[src/rtl/strap_pkg.sv]
package strap_pkg;
  localparam int SEL_W = 3;

  typedef enum logic [1:0] {
    CPU_F66  = 2'b00,
    CPU_F100 = 2'b01,
    CPU_F133 = 2'b10,
    CPU_OFF  = 2'b11
  } cpu_freq_e;

  typedef struct packed {
    logic latchEn;
    logic driveEn;
  } strobe_t;
endpackage

[src/rtl/strap_ctrl.sv]
module strap_ctrl
  import strap_pkg::*;
#(
  parameter int SETTLE_CYCLES = 32
) (
  input  logic    clk,
  input  logic    rstN,
  output strobe_t strobes
);
  localparam int CNT_W = $clog2(SETTLE_CYCLES + 1);
  localparam logic [CNT_W-1:0] LAST_CNT = CNT_W'(SETTLE_CYCLES - 1);

  typedef enum logic [1:0] {ST_SETTLE, ST_LATCH, ST_DRIVE} state_e;

  state_e            state;
  logic [CNT_W-1:0]  settleCnt;

  always_ff @(posedge clk or negedge rstN) begin
    if (!rstN) begin
      state     <= ST_SETTLE;
      settleCnt <= '0;
    end else begin
      unique case (state)
        ST_SETTLE: begin
          if (settleCnt == LAST_CNT) state <= ST_LATCH;
          else                       settleCnt <= settleCnt + 1'b1;
        end
        ST_LATCH: state <= ST_DRIVE;
        default:  state <= ST_DRIVE;
      endcase
    end
  end

  always_comb begin
    strobes.latchEn = (state == ST_LATCH);
    strobes.driveEn = (state == ST_DRIVE);
  end

  // counter never runs past the window
  p_window_bound_r2: assert property (@(posedge clk) disable iff (!rstN)
    (state == ST_SETTLE) |-> (settleCnt < CNT_W'(SETTLE_CYCLES)));

  // the capture strobe fires once per reset
  p_single_strobe_r4: assert property (@(posedge clk) disable iff (!rstN)
    strobes.latchEn |=> !strobes.latchEn);

  // the driver is only enabled after the capture strobe
  p_drive_after_latch_r2: assert property (@(posedge clk) disable iff (!rstN)
    $rose(strobes.driveEn) |-> $past(strobes.latchEn));
endmodule

[src/rtl/strap_dp.sv]
module strap_dp
  import strap_pkg::*;
(
  input  logic             clk,
  input  logic             rstN,
  input  strobe_t          strobes,
  input  logic             strapIn,
  input  logic             selMidIn,
  input  logic             selLowIn,
  output logic             padOe,
  output logic             padOut,
  output logic             selValid,
  output logic [SEL_W-1:0] latchedSel,
  output logic [1:0]       cpuFreq,
  output logic             tristateAll,
  output logic             testMode
);
  logic [SEL_W-1:0] syncA, syncB;
  logic             toggleQ;
  cpu_freq_e        freqDec;
  logic             floatDec, testDec;

  always_ff @(posedge clk or negedge rstN) begin
    if (!rstN) begin
      syncA <= '0;
      syncB <= '0;
    end else begin
      syncA <= {strapIn, selMidIn, selLowIn};
      syncB <= syncA;
    end
  end

  always_ff @(posedge clk or negedge rstN) begin
    if (!rstN) begin
      latchedSel <= '0;
      selValid   <= 1'b0;
    end else if (strobes.latchEn && !selValid) begin
      latchedSel <= syncB;
      selValid   <= 1'b1;
    end
  end

  always_ff @(posedge clk or negedge rstN) begin
    if (!rstN)                toggleQ <= 1'b0;
    else if (strobes.driveEn) toggleQ <= ~toggleQ;
    else                      toggleQ <= 1'b0;
  end

  always_comb begin
    freqDec  = CPU_OFF;
    floatDec = 1'b0;
    testDec  = 1'b0;
    if (!latchedSel[1]) begin
      if (latchedSel[0]) testDec  = 1'b1;
      else               floatDec = 1'b1;
    end else if (latchedSel[2]) begin
      freqDec = CPU_F133;
    end else begin
      freqDec = latchedSel[0] ? CPU_F100 : CPU_F66;
    end
  end

  assign padOe       = strobes.driveEn;
  assign padOut      = strobes.driveEn & toggleQ;
  assign cpuFreq     = selValid ? freqDec : CPU_OFF;
  assign tristateAll = selValid & floatDec;
  assign testMode    = selValid & testDec;

  // the captured word never moves after capture
  p_hold_r4: assert property (@(posedge clk) disable iff (!rstN)
    selValid |=> (selValid && $stable(latchedSel)));

  // pad quiet while the driver is off
  p_quiet_pad_r5: assert property (@(posedge clk) disable iff (!rstN)
    !padOe |-> !padOut);

  // pad toggles every cycle while driven
  p_toggle_r5: assert property (@(posedge clk) disable iff (!rstN)
    (padOe && $past(padOe)) |-> (padOut != $past(padOut)));

  // tristate and test flags are exclusive
  p_mode_excl_r7: assert property (@(posedge clk) disable iff (!rstN)
    $onehot0({tristateAll, testMode}));

  // no run clock code in non-run modes
  p_off_code_r8: assert property (@(posedge clk) disable iff (!rstN)
    (tristateAll || testMode) |-> (cpuFreq == 2'b11));
endmodule

[src/rtl/strap_latch.sv]
module strap_latch
  import strap_pkg::*;
#(
  parameter int SETTLE_CYCLES = 32
) (
  input  logic       clk,
  input  logic       rstN,
  input  logic       strapIn,
  input  logic       selMidIn,
  input  logic       selLowIn,
  output logic       padOe,
  output logic       padOut,
  output logic       selValid,
  output logic [2:0] latchedSel,
  output logic [1:0] cpuFreq,
  output logic       tristateAll,
  output logic       testMode
);
  strobe_t strobes;

  strap_ctrl #(.SETTLE_CYCLES(SETTLE_CYCLES)) u_ctrl (
    .clk     (clk),
    .rstN    (rstN),
    .strobes (strobes)
  );

  strap_dp u_dp (
    .clk         (clk),
    .rstN        (rstN),
    .strobes     (strobes),
    .strapIn     (strapIn),
    .selMidIn    (selMidIn),
    .selLowIn    (selLowIn),
    .padOe       (padOe),
    .padOut      (padOut),
    .selValid    (selValid),
    .latchedSel  (latchedSel),
    .cpuFreq     (cpuFreq),
    .tristateAll (tristateAll),
    .testMode    (testMode)
  );
endmodule

[config.mk]
export PLATFORM = sky130hd
export DESIGN_NAME = strap_latch
export DESIGN_NICKNAME = d
export VERILOG_FILES = /design/src/rtl/strap_pkg.sv /design/src/rtl/strap_ctrl.sv /design/src/rtl/strap_dp.sv /design/src/rtl/strap_latch.sv
export SDC_FILE = /design/constraint.sdc
export NUM_CORES = 1
export LEC_CHECK = 0
export ABC_AREA = 0
export BUFFER_PORTS_ARGS = -buffer_cell sky130_fd_sc_hd__buf_2
export CORE_ASPECT_RATIO = 1.2
export CORE_MARGIN = 3
export CORE_UTILIZATION = 30
export CTS_BUF_LIST = sky130_fd_sc_hd__clkbuf_16
export DETAILED_ROUTE_END_ITERATION = 8
export GPL_TIMING_DRIVEN = 0
export PLACE_DENSITY = 0.48
export SLEW_MARGIN = 30
export SYNTH_ARGS = -nofsm -noshare
export SYNTH_HDL_FRONTEND = slang
export SYNTH_SLANG_ARGS = --single-unit
[constraint.sdc]
create_clock -name clk -period 1.8 [get_ports clk]
set_input_delay 0.09 -clock clk [delete_from_list [all_inputs] [get_ports clk]]
set_output_delay 0.09 -clock clk [all_outputs]
set_load 0.01 [all_outputs]
# Word-level counts from Yosys, hierarchy flattened
# Index checks and enable logic that the tools add are counted.
[word_totals]
elab_cells = 32
output_inout_bits = 10
regBits = 19
input_bits = 5
[classes]
n_mux = 11
bitwise = 5
add_sub_neg = 1
eq_ne = 4
n_reduce_logical = 4
[op_table]
columns = ["op", "count"]
rows = [
  ["2-to-1 mux 2 bit", 5],
  ["adder 6 x 1 -> 6 bit, second input constant", 1],
  ["equality test 6 x 5 -> 1 bit, second input constant", 1],
  ["2-to-1 mux 1 bit", 6],
  ["AND 1 bit", 3],
  ["equality test 2 x 1 -> 1 bit, second input constant", 1],
  ["equality test 2 bit, second input constant", 1],
  ["logical NOT 2 bit", 1],
  ["inequality test 2 x 1 -> 1 bit, second input constant", 1],
  ["inverter 1 bit", 2],
  ["AND reduction 2 bit", 1],
  ["logical AND 1 bit", 1],
  ["logical NOT 1 bit", 1],
]

# Depth between registers and ports, before layout
# Gate-level depths: netlist of the first run.
[logic_depth]
depth_word = 4
depth_mapped = 4

# By module
# From an unflattened synthesis of the first run, not the netlist that was laid out.
[hier_totals]
hier_cells = 58
area_unflattened_um2 = 779.5
[modules_own_cells]
columns = ["module", "area_per_inst_um2", "cells_each", "n_inst", "seq_area_each_um2"]
rows = [
  ["strap_ctrl", 396.6, 34, 1, 200.2],
  ["strap_dp", 382.9, 24, 1, 275.3],
]

# Least setup slack after synthesis of the first run
# No wires, ideal clock.
[synth_timing]
path_type = "reg-to-reg"
startpoint = "reg u_ctrl.settleCnt[0]"
endpoint = "reg u_ctrl.settleCnt[1]"
arrival_ns = 1.129
required_time_ns = 1.672
path_buffers = 0
setup_time_ns = 0.128
stages_incl_launch_ff = 5
slack_ns = 0.543
synth_period_minus_slack_ns = 1.257
path_cell_list = "dfrtp_1 -> ha_1 -> nand2b_1 -> o21ai_2 -> mux2_1"
[synth_between]
elab_chain_cells = 3
word_cells_on_any_way = 4
cone_classes = "add/sub (1); eq/ne (1); bitwise (1); reduce/logical (1)"
[synth_rtl]
columns = ["element", "line_no", "text"]
rows = [
  ["start: declaration", "strap_ctrl.sv:16", "logic [CNT_W-1:0] settleCnt;"],
  ["start signal: assignment", "strap_ctrl.sv:26", "else settleCnt <= settleCnt + 1'b1;"],
  ["parallel branches: the longest is 3 deep, another holds adder 6 x 1 -> 6 bit", "n/a", ""],
]
# Several ways; the timed one is not identified.
# A chain may end at the register's enable or synchronous reset.

# Final worst setup path of the first run
# Same ends and word-level chain as after synthesis.

==> summary.txt, run 1 <==
Worst setup path
  • Crit-path max FO: 5
  • Critical path's largest stage delay: 0.38 ns
  • Critical path startpoint category: flop
  • CP Capture Type: flop
  • Critical path class: flop to flop
  • Slowest CP cell: dfrtp_1
  • Critical Path RT: 1.93 ns
  • Arr. time, crit path: 1.50 ns
  • Crit path cell chain: ha_1, nand2b_1, o21ai_2, mux2_1
  • Worst path bufs/invs: 0
  • Worst path top cell family by delay: flip-flops

Min path
  • Hold WC Path Type: input pin to async pin

Power and ir drop
  • Pwr Total: between 0.9 and 1 mW
  • Power Density: 923 nW/um^2
  • Worst vdd ir: approximately 0.00045 V
  • Pleak: 0.445 nW

Clocking
  • CTS tree: built
  • # Post-CTS Setup Buffers: 0
  • CTS root buffer: clkbuf_16
  • Cts bufs inserted: 3
  • Clock-pin slew on the worst setup and hold paths: 0.05 ns
  • Clk_lat worst skew: 0.25 ns
  • Max Buffers Root-to-Sink: 2
  • Clock sink total: 19
  • H-tree Lvls: 1

Floorplan
  • Site Rows: 19
  • I/O pin count: 15
  • DIE AREA: 3260 sq um
  • Placeable Area: roughly 2400 sq um
  • Die Span Y: around 62 microns
  • Die Wd: 52.6 microns
  • Initial core utilization: 32.9%

Routing
  • Via count: 478
  • Vias per std cell: 4.43
  • Drt first-iter violations: 12
  • Drt pass-1 iters: 3
  • Drt total wl: between 1000 and 1500 microns
  • Residual DRC count: 0
  • Wire per inst: 10.7 microns
  • Final ANT Viol Nets: 0

Layout
  • FF+latch area: 475 sq um
  • Area growth from synthesis to layout: 29.3%
  • Nets: 84
  • Final core utilization: 42.5%
  • Non-Filler Instances: approximately 110
  • Fill cells: 238
  • Multi-input gate area: 299 sq um
  • Diodes inserted: 0
  • Ratio of cells with drive above 1 in the final layout: 35.1%

Synthesis
  • Top cells by area, synth: dfrtp_1 61%, mux2_4 5.8%, mux2_1 4.3%
  • Post-Syn Nets: 61
  • Number of synthesized flops with an enable pin: 0
  • Synth top area share: roughly three fifths
  • Post-synth ARST share: 100%
  • Synth area leader: dfrtp_1
  • Syn Inst Count: 55
  • Synth cell types: 24
  • Primary FF master, synth: dfrtp_1
  • Syn Area/Cell: 14.2 sq um
  • Register bit total from synthesis: 19
  • Sequential area share after synthesis: 60.8%
  • Synth warn: 0
  • Mapped Area: between 700 and 800 sq um

Global routing
  • GRT Util Overall: 9.49%
  • Vias in the first global route: approximately 500
  • First-pass GRT wire length: 2080 microns
  • Total congestion overflow: 0
  • Largest net degree at the start of global routing: 20
  • Initial antenna violation count: 0

STA
  • Final setup vio count: 0
  • Unrepaired setup endpoints after global routing: no
  • Final hold violations: 0
  • Period Utilization, post-route: approximately 76%
  • Post-layout minimum cycle time: 1.37 ns
  • Slew margin rel.: 72.8%
  • Fmax achieved: 0.731 GHz
  • Slew Limit Fails: 0
  • Least-Margin Pin Slew: 0.408 ns
  • Post-route setup TNS: 0 ns
  • Clock skew: approximately 0.0028 ns
  • Final Worst Setup Slack: 0.431 ns

Outcome
  • Status: complete, no violations

Place
  • Number of cells after detailed placement: 100
  • Routability cong.: 0.694
  • Count of input and output buffers: 14
  • Setup WS pre-CTS: roughly 0.45 ns
  • DP HPWL: 828 microns

Flow run
  • Total of max-cap violations: 0
==> metrics by stage <==
step	hold slack [ns]	cell area (sq um)
floorplan	-0.206	782
global placement	0.0504	891
detailed placement	0.0525	891
CTS	0.319	1010
global route	0.354	1010
finish	0.302	1010
==> worst paths after layout <==
kind / from / end / slack [ns] / cells after the start
max reg2reg: u_ctrl.settleCnt[0] / u_ctrl.settleCnt[1] / 0.43 / 4
min in group clk: u_dp.syncA[2] / u_dp.syncB[2] / 0.35 / 0
max: u_ctrl.settleCnt[0] / u_ctrl.settleCnt[1] / 0.43 / 4
min reg2reg: u_dp.syncA[2] / u_dp.syncB[2] / 0.35 / 0
max in group asynchronous: rstN / u_dp.syncB[1] / 1.21 / 2
min: rstN / u_ctrl.settleCnt[4] / 0.30 / 2
==> power breakdown <==
| part | switching (mW) | internal (mW) |
|---|---|---|
| registers | 0.00561 | 0.438 |
| logic | 0.0186 | 0.0206 |
| clock network | 0.153 | 0.298 |
| total | 0.177 | 0.756 |
==> flip-flops by register name, indices dropped and copies added (netlist names) <==
register          cells
u_dp.selValid         1
u_dp.toggleQ          1
u_ctrl.state          2
u_dp.syncA            3
u_dp.latchedSel       3
u_dp.syncB            3
u_ctrl.settleCnt      6
==> placed cells by master, fill, tap and decap left out <==
master          n
nor2_4          2
or2_1           1
xnor2_1         2
mux2_4          3
dfrtp_1        19
nand3_2         1
nand4_1         1
mux2_1          3
nand2_1         1
buf_2          14
clkbuf_16       3
nand2b_1        2
o211ai_1        1
nor4b_4         1
clkinv_2        1
nand2b_2        1
nor3b_1         2
dlygate4sd3_1   4
nand3b_1        1
ha_1            1
nor2b_1         2
and2_1          2
o21ai_2         1
and3_1          1
o2111ai_1       1
nor2_1          2
a21oi_1         2
inv_1           2
==> synth_stat cells (2+ instances only) <==
cell	number
mux2_1	3
mux2_4	3
and2_1	2
inv_1	2
nor2_1	2
dfrtp_1	19
nor2_4	2
nor3b_1	2
a21oi_1	2
nor2b_1	2
nand2b_1	2
xnor2_1	2
==> what timing repair did <==
item | CTS | global route
hold endpoints to repair | 22 | 0
gates resized for setup | 0 | 0
hold buffers | 4 | 0
==> cells by family after synthesis <==
group                    after synthesis  synth area share [%]
AO/OA/AOI/OAI                          5                  4.48
XOR/XNOR                               2                  2.24
adder cells (fa/ha/maj)                1                  1.60
buffers and inverters                  2                 0.960
flip-flops                            19                  60.8
multiplexers                           6                  10.1
AND/OR/NAND/NOR                       20                  19.8
==> layout make-up <==
| cell class | count | area share, % |
|---|---|---|
| clock buffer | 3 | 7.43 |
| clock inverter | 1 | 0.495 |
| inverter | 2 | 0.743 |
| multi-input combinational | 34 | 29.6 |
| sequential | 19 | 47.0 |
| tap | 31 | 3.84 |
| timing repair buffer | 18 | 10.9 |
==> metal layers <==
layer	track usage, %	part of all wire (%)
met3	2.86	5.6
met5	0	0
met4	9.85	4.8
met1	10.9	46
met2	13.7	43
(Power assumes the default switching activity.)
==> run 2: changes to the inputs <==
--- a/config.mk
+++ b/config.mk
@@ -5,7 +5,7 @@
 export SDC_FILE = /design/constraint.sdc
 export NUM_CORES = 1
 export LEC_CHECK = 0
-export ABC_AREA = 0
+export ABC_AREA = 1
 export BUFFER_PORTS_ARGS = -buffer_cell sky130_fd_sc_hd__buf_2
 export CORE_ASPECT_RATIO = 1.2
 export CORE_MARGIN = 3
@@ -13,7 +13,7 @@
 export CTS_BUF_LIST = sky130_fd_sc_hd__clkbuf_16
 export DETAILED_ROUTE_END_ITERATION = 8
 export GPL_TIMING_DRIVEN = 0
-export PLACE_DENSITY = 0.48
+export PLACE_DENSITY = 0.47
 export SLEW_MARGIN = 30
 export SYNTH_ARGS = -nofsm -noshare
 export SYNTH_HDL_FRONTEND = slang
==> constraint.sdc (replaced) <==
create_clock -name clk -period 1.35 [get_ports clk]
set_input_delay 0.0675 -clock clk [delete_from_list [all_inputs] [get_ports clk]]
set_output_delay 0.0675 -clock clk [all_outputs]
set_load 0.01 [all_outputs]
==> run 2 against run 1 <==
Against the previous run:
- clock-buffer cell count unchanged
- die area is 0.72% higher
- clock power up 34%
- final area up 0.62%
- critical path depth up 3
- first-iteration DRC count fell by 42%
- sequential power is 33% higher
- global-route usage is 0.085 points lower
- setup slack got worse by 0.31 ns
- core utilization shrank 0.16 points
- power grew 33%
- sequential share of layout area is 0.29 points lower
==> summary.txt, run 2 <==
STA
  • Slew Limit Fails: 0 (unchanged)
  • Final hold violations: 0 (unchanged)
  • Post-layout minimum cycle time: 1.23 ns (-0.136 ns)
  • Slew margin rel.: 73.0% (+0.20 points)
  • Least-Margin Pin Slew: 0.405 ns (-0.00300 ns)
  • Final setup vio count: 0 (unchanged)
  • Post-route setup TNS: 0 ns (unchanged)
  • Clock skew: 0.00168 ns (-0.00111 ns)
  • Unrepaired setup endpoints after global routing: no
  • Period Utilization, post-route: 91.3% (+15 points)
  • Fmax achieved: 0.811 GHz (+11%)
  • Final Worst Setup Slack: 0.117 ns (-0.314 ns)

Synthesis
  • Post-synth ARST share: 100% (unchanged)
  • Synth cell types: 21 (-13%)
  • Syn Area/Cell: 10.2 sq um (-28%)
  • Synth top area share: 60.3% (-0.48 points)
  • Mapped Area: 788 sq um (+0.80%)
  • Synth area leader: dfrtp_1
  • Number of synthesized flops with an enable pin: 0 (unchanged)
  • Register bit total from synthesis: 19 (unchanged)
  • Synth warn: 0 (unchanged)
  • Top cells by count, synth: 20 x nand2_1, 19 x dfrtp_1, 9 x inv_1, 4 x nor2_1
  • Syn Inst Count: 77 (+40%)
  • Post-Syn Nets: 83 (+36%)
  • Sequential area share after synthesis: 60.3% (-0.48 points)
  • Top cells by area, synth: dfrtp_1 60%, nand2_1 9.5%, inv_1 4.3%
  • Primary FF master, synth: dfrtp_1
  • Count leader, synth: nand2_1

Routing
  • Drt first-iter violations: 7 (-5)
  • Wire per inst: 9.46 microns (-11%)
  • Vias per std cell: 4.28 (-3.4%)
  • Final ANT Viol Nets: 0 (unchanged)
  • Residual DRC count: 0 (unchanged)
  • Drt total wl: 1230 microns (+6.7%)
  • Via count: 556 (+16%)
  • Drt pass-1 iters: 2 (-1)

Clocking
  • CTS tree: built
  • Clock sink total: 19 (unchanged)
  • H-tree Lvls: 1 (unchanged)
  • Clk_lat worst skew: 0.25 ns (about the same)
  • Cts bufs inserted: 3 (unchanged)
  • Clock-pin slew on the worst setup and hold paths: 0.05 ns (about the same)
  • Max Buffers Root-to-Sink: 2 (unchanged)
  • CTS root buffer: clkbuf_16
  • # Post-CTS Setup Buffers: 0 (unchanged)

Power and ir drop
  • Power Density: 1220 nW/um^2 (+33%)
  • Clock power frac: 48.5% (+0.2 points)
  • Pleak: 0.531 nW (+19%)
  • Seq pwr share: 47.4% (about the same)
  • NetSw: 0.240 mW (+35%)
  • Pwr Total: 1.24 mW (+33%)
  • Comb pwr share: 4.0% (-0.2 points)
  • Sw frac: 19.3% (+0.29 points)
  • Worst vdd ir: 0.000668 V (+49%)
  • Internal: 1.00 mW (+33%)

Worst setup path
  • Critical path class: flop to flop
  • Arr. time, crit path: 1.37 ns (-0.13 ns)
  • Crit-path max FO: 6 (+1)
  • Critical path startpoint category: flop
  • CP Capture Type: flop
  • Critical Path RT: 1.49 ns (-0.44 ns)

Layout
  • Nets: 106 (+26%)
  • Area growth from synthesis to layout: 29.0%
  • Ratio of cells with drive above 1 in the final layout: 26.3% (-8.8 points)
  • Diodes inserted: 0 (unchanged)
  • Most common cell after layout, fill and taps aside: nand2_1
  • Top reg by flops: u_ctrl.settleCnt
  • Max reg flops: 6 (unchanged)
  • Most frequent cells in the layout: 20 x nand2_1, 19 x dfrtp_1, 14 x buf_2

Global routing
  • Vias in the first global route: 530 (+6.9%)
  • First-pass GRT wire length: 2270 microns (+9.0%)
  • Initial antenna violation count: 0 (unchanged)
  • GRT Util Overall: 9.41% (-0.085 points)
  • Routing usage on met1: 11.5% (+0.61 points)
  • GRT Max-Usage Layer: met2
  • Met2 usage: 13.7% (about the same)
  • Global-route met3 utilization: 2.15% (-0.71 points)
  • Total congestion overflow: 0 (unchanged)
  • Largest net degree at the start of global routing: 20 (unchanged)

Floorplan
  • Site Rows: 19 (unchanged)
  • I/O pin count: 15 (unchanged)
  • Placeable Area: 2400 sq um (+1.0%)
  • Die Span Y: 62.2 microns (+0.36%)
  • DIE AREA: 3280 sq um (+0.72%)
  • Initial core utilization: 32.8% (-0.065 points)
  • Die Wd: 52.8 microns (+0.36%)

Place
  • DP HPWL: 896 microns (+8.2%)
  • Count of input and output buffers: 14 (unchanged)
  • Routability cong.: 0.692 (-0.24%)
  • Setup WS pre-CTS: 0.108 ns (-0.338 ns)

Min path
  • Hold WC Path Type: input pin to async pin

Flow run
  • Total of max-cap violations: 0 (unchanged)

Outcome
  • Status: complete, no violations
==> run 2: cell families (layout without fill, tap and decap cells) <==
family / count (synthesis) / count (layout) / share of synthesized area, %
simple gates: 37 / 37 / 23.3
flops: 19 / 19 / 60.3
buf+inv: 11 / 33 / 5.40
compound gates: 6 / 6 / 6.03
xor+xnor: 3 / 3 / 3.33
fa+ha+maj: 1 / 1 / 1.59
==> run 2: path summary, 6_finish.rpt <==
check	start	to	slack [ns]	cells after the start
hold / removal	rstN	u_dp.latchedSel[1]	0.29	2
min in group clk	u_dp.syncA[0]	u_dp.syncB[0]	0.35	0
setup / recovery	u_ctrl.settleCnt[0]	u_ctrl.settleCnt[2]	0.12	7
setup reg to reg	u_ctrl.settleCnt[0]	u_ctrl.settleCnt[2]	0.12	7
max in group asynchronous	rstN	u_dp.syncB[1]	0.77	2
hold reg to reg	u_dp.syncA[0]	u_dp.syncB[0]	0.35	0
==> run 2: worst max-delay path, stage by stage, from the launching register on <==
cell,delay [ns]
dfrtp_1,0.40
ha_1,0.24
nand3_2,0.10
clkinv_2,0.09
nand2_4,0.09
nand2_4,0.07
nand2_1,0.07
o21ai_2,0.05
==> run 2: stage by stage <==
stage               hold slack, ns  utilization, %  cell area (sq um)  instances
finish                       0.289            42.4               1020        130
global route                 0.334            42.4               1020        130
CTS                          0.301            42.4               1020        130
detailed placement          0.0266            37.4                897        122
global placement            0.0285            37.4                897        122
floorplan                   -0.228               -                788         77
==> run 2: area by class of cell <==
class                           instances  area, sq um
Clock inverter                          1         5.00
Timing Repair Buffer                   18          110
Sequential cell                        19          475
Inverter                               11         42.5
Clock buffer                            3         75.1
Tap cell                               31         38.8
Fill cell                             243         1380
Multi-Input combinational cell         47          270
==> run 2: power groups by stage <==
stage	Sequential, mW	Combinational (mW)	Clock [mW]
6_report	0.590	0.0503	0.603
5_1_grt	0.592	0.0575	0.653
4_1_cts	0.590	0.0521	0.629
3_5_place_dp	0.600	0.0435	0
3_3_place_gp	0.600	0.0427	0
2_1_floorplan	0.602	0.0126	0
==> run 2: per-layer routing <==
| metal | vias up | part of all wire [%] |
|---|---|---|
| li1 | 285 | - |
| met1 | 251 | 44 |
| met2 | 15 | 45 |
| met3 | 5 | 6.9 |
| met4 | 0 | 4.0 |
| met5 | - | 0 |
==> run 2: repair_timing <==
action                    CTS  global route
hold endpoints to repair   22             0
hold buffers                4             0
resized for setup           0             0
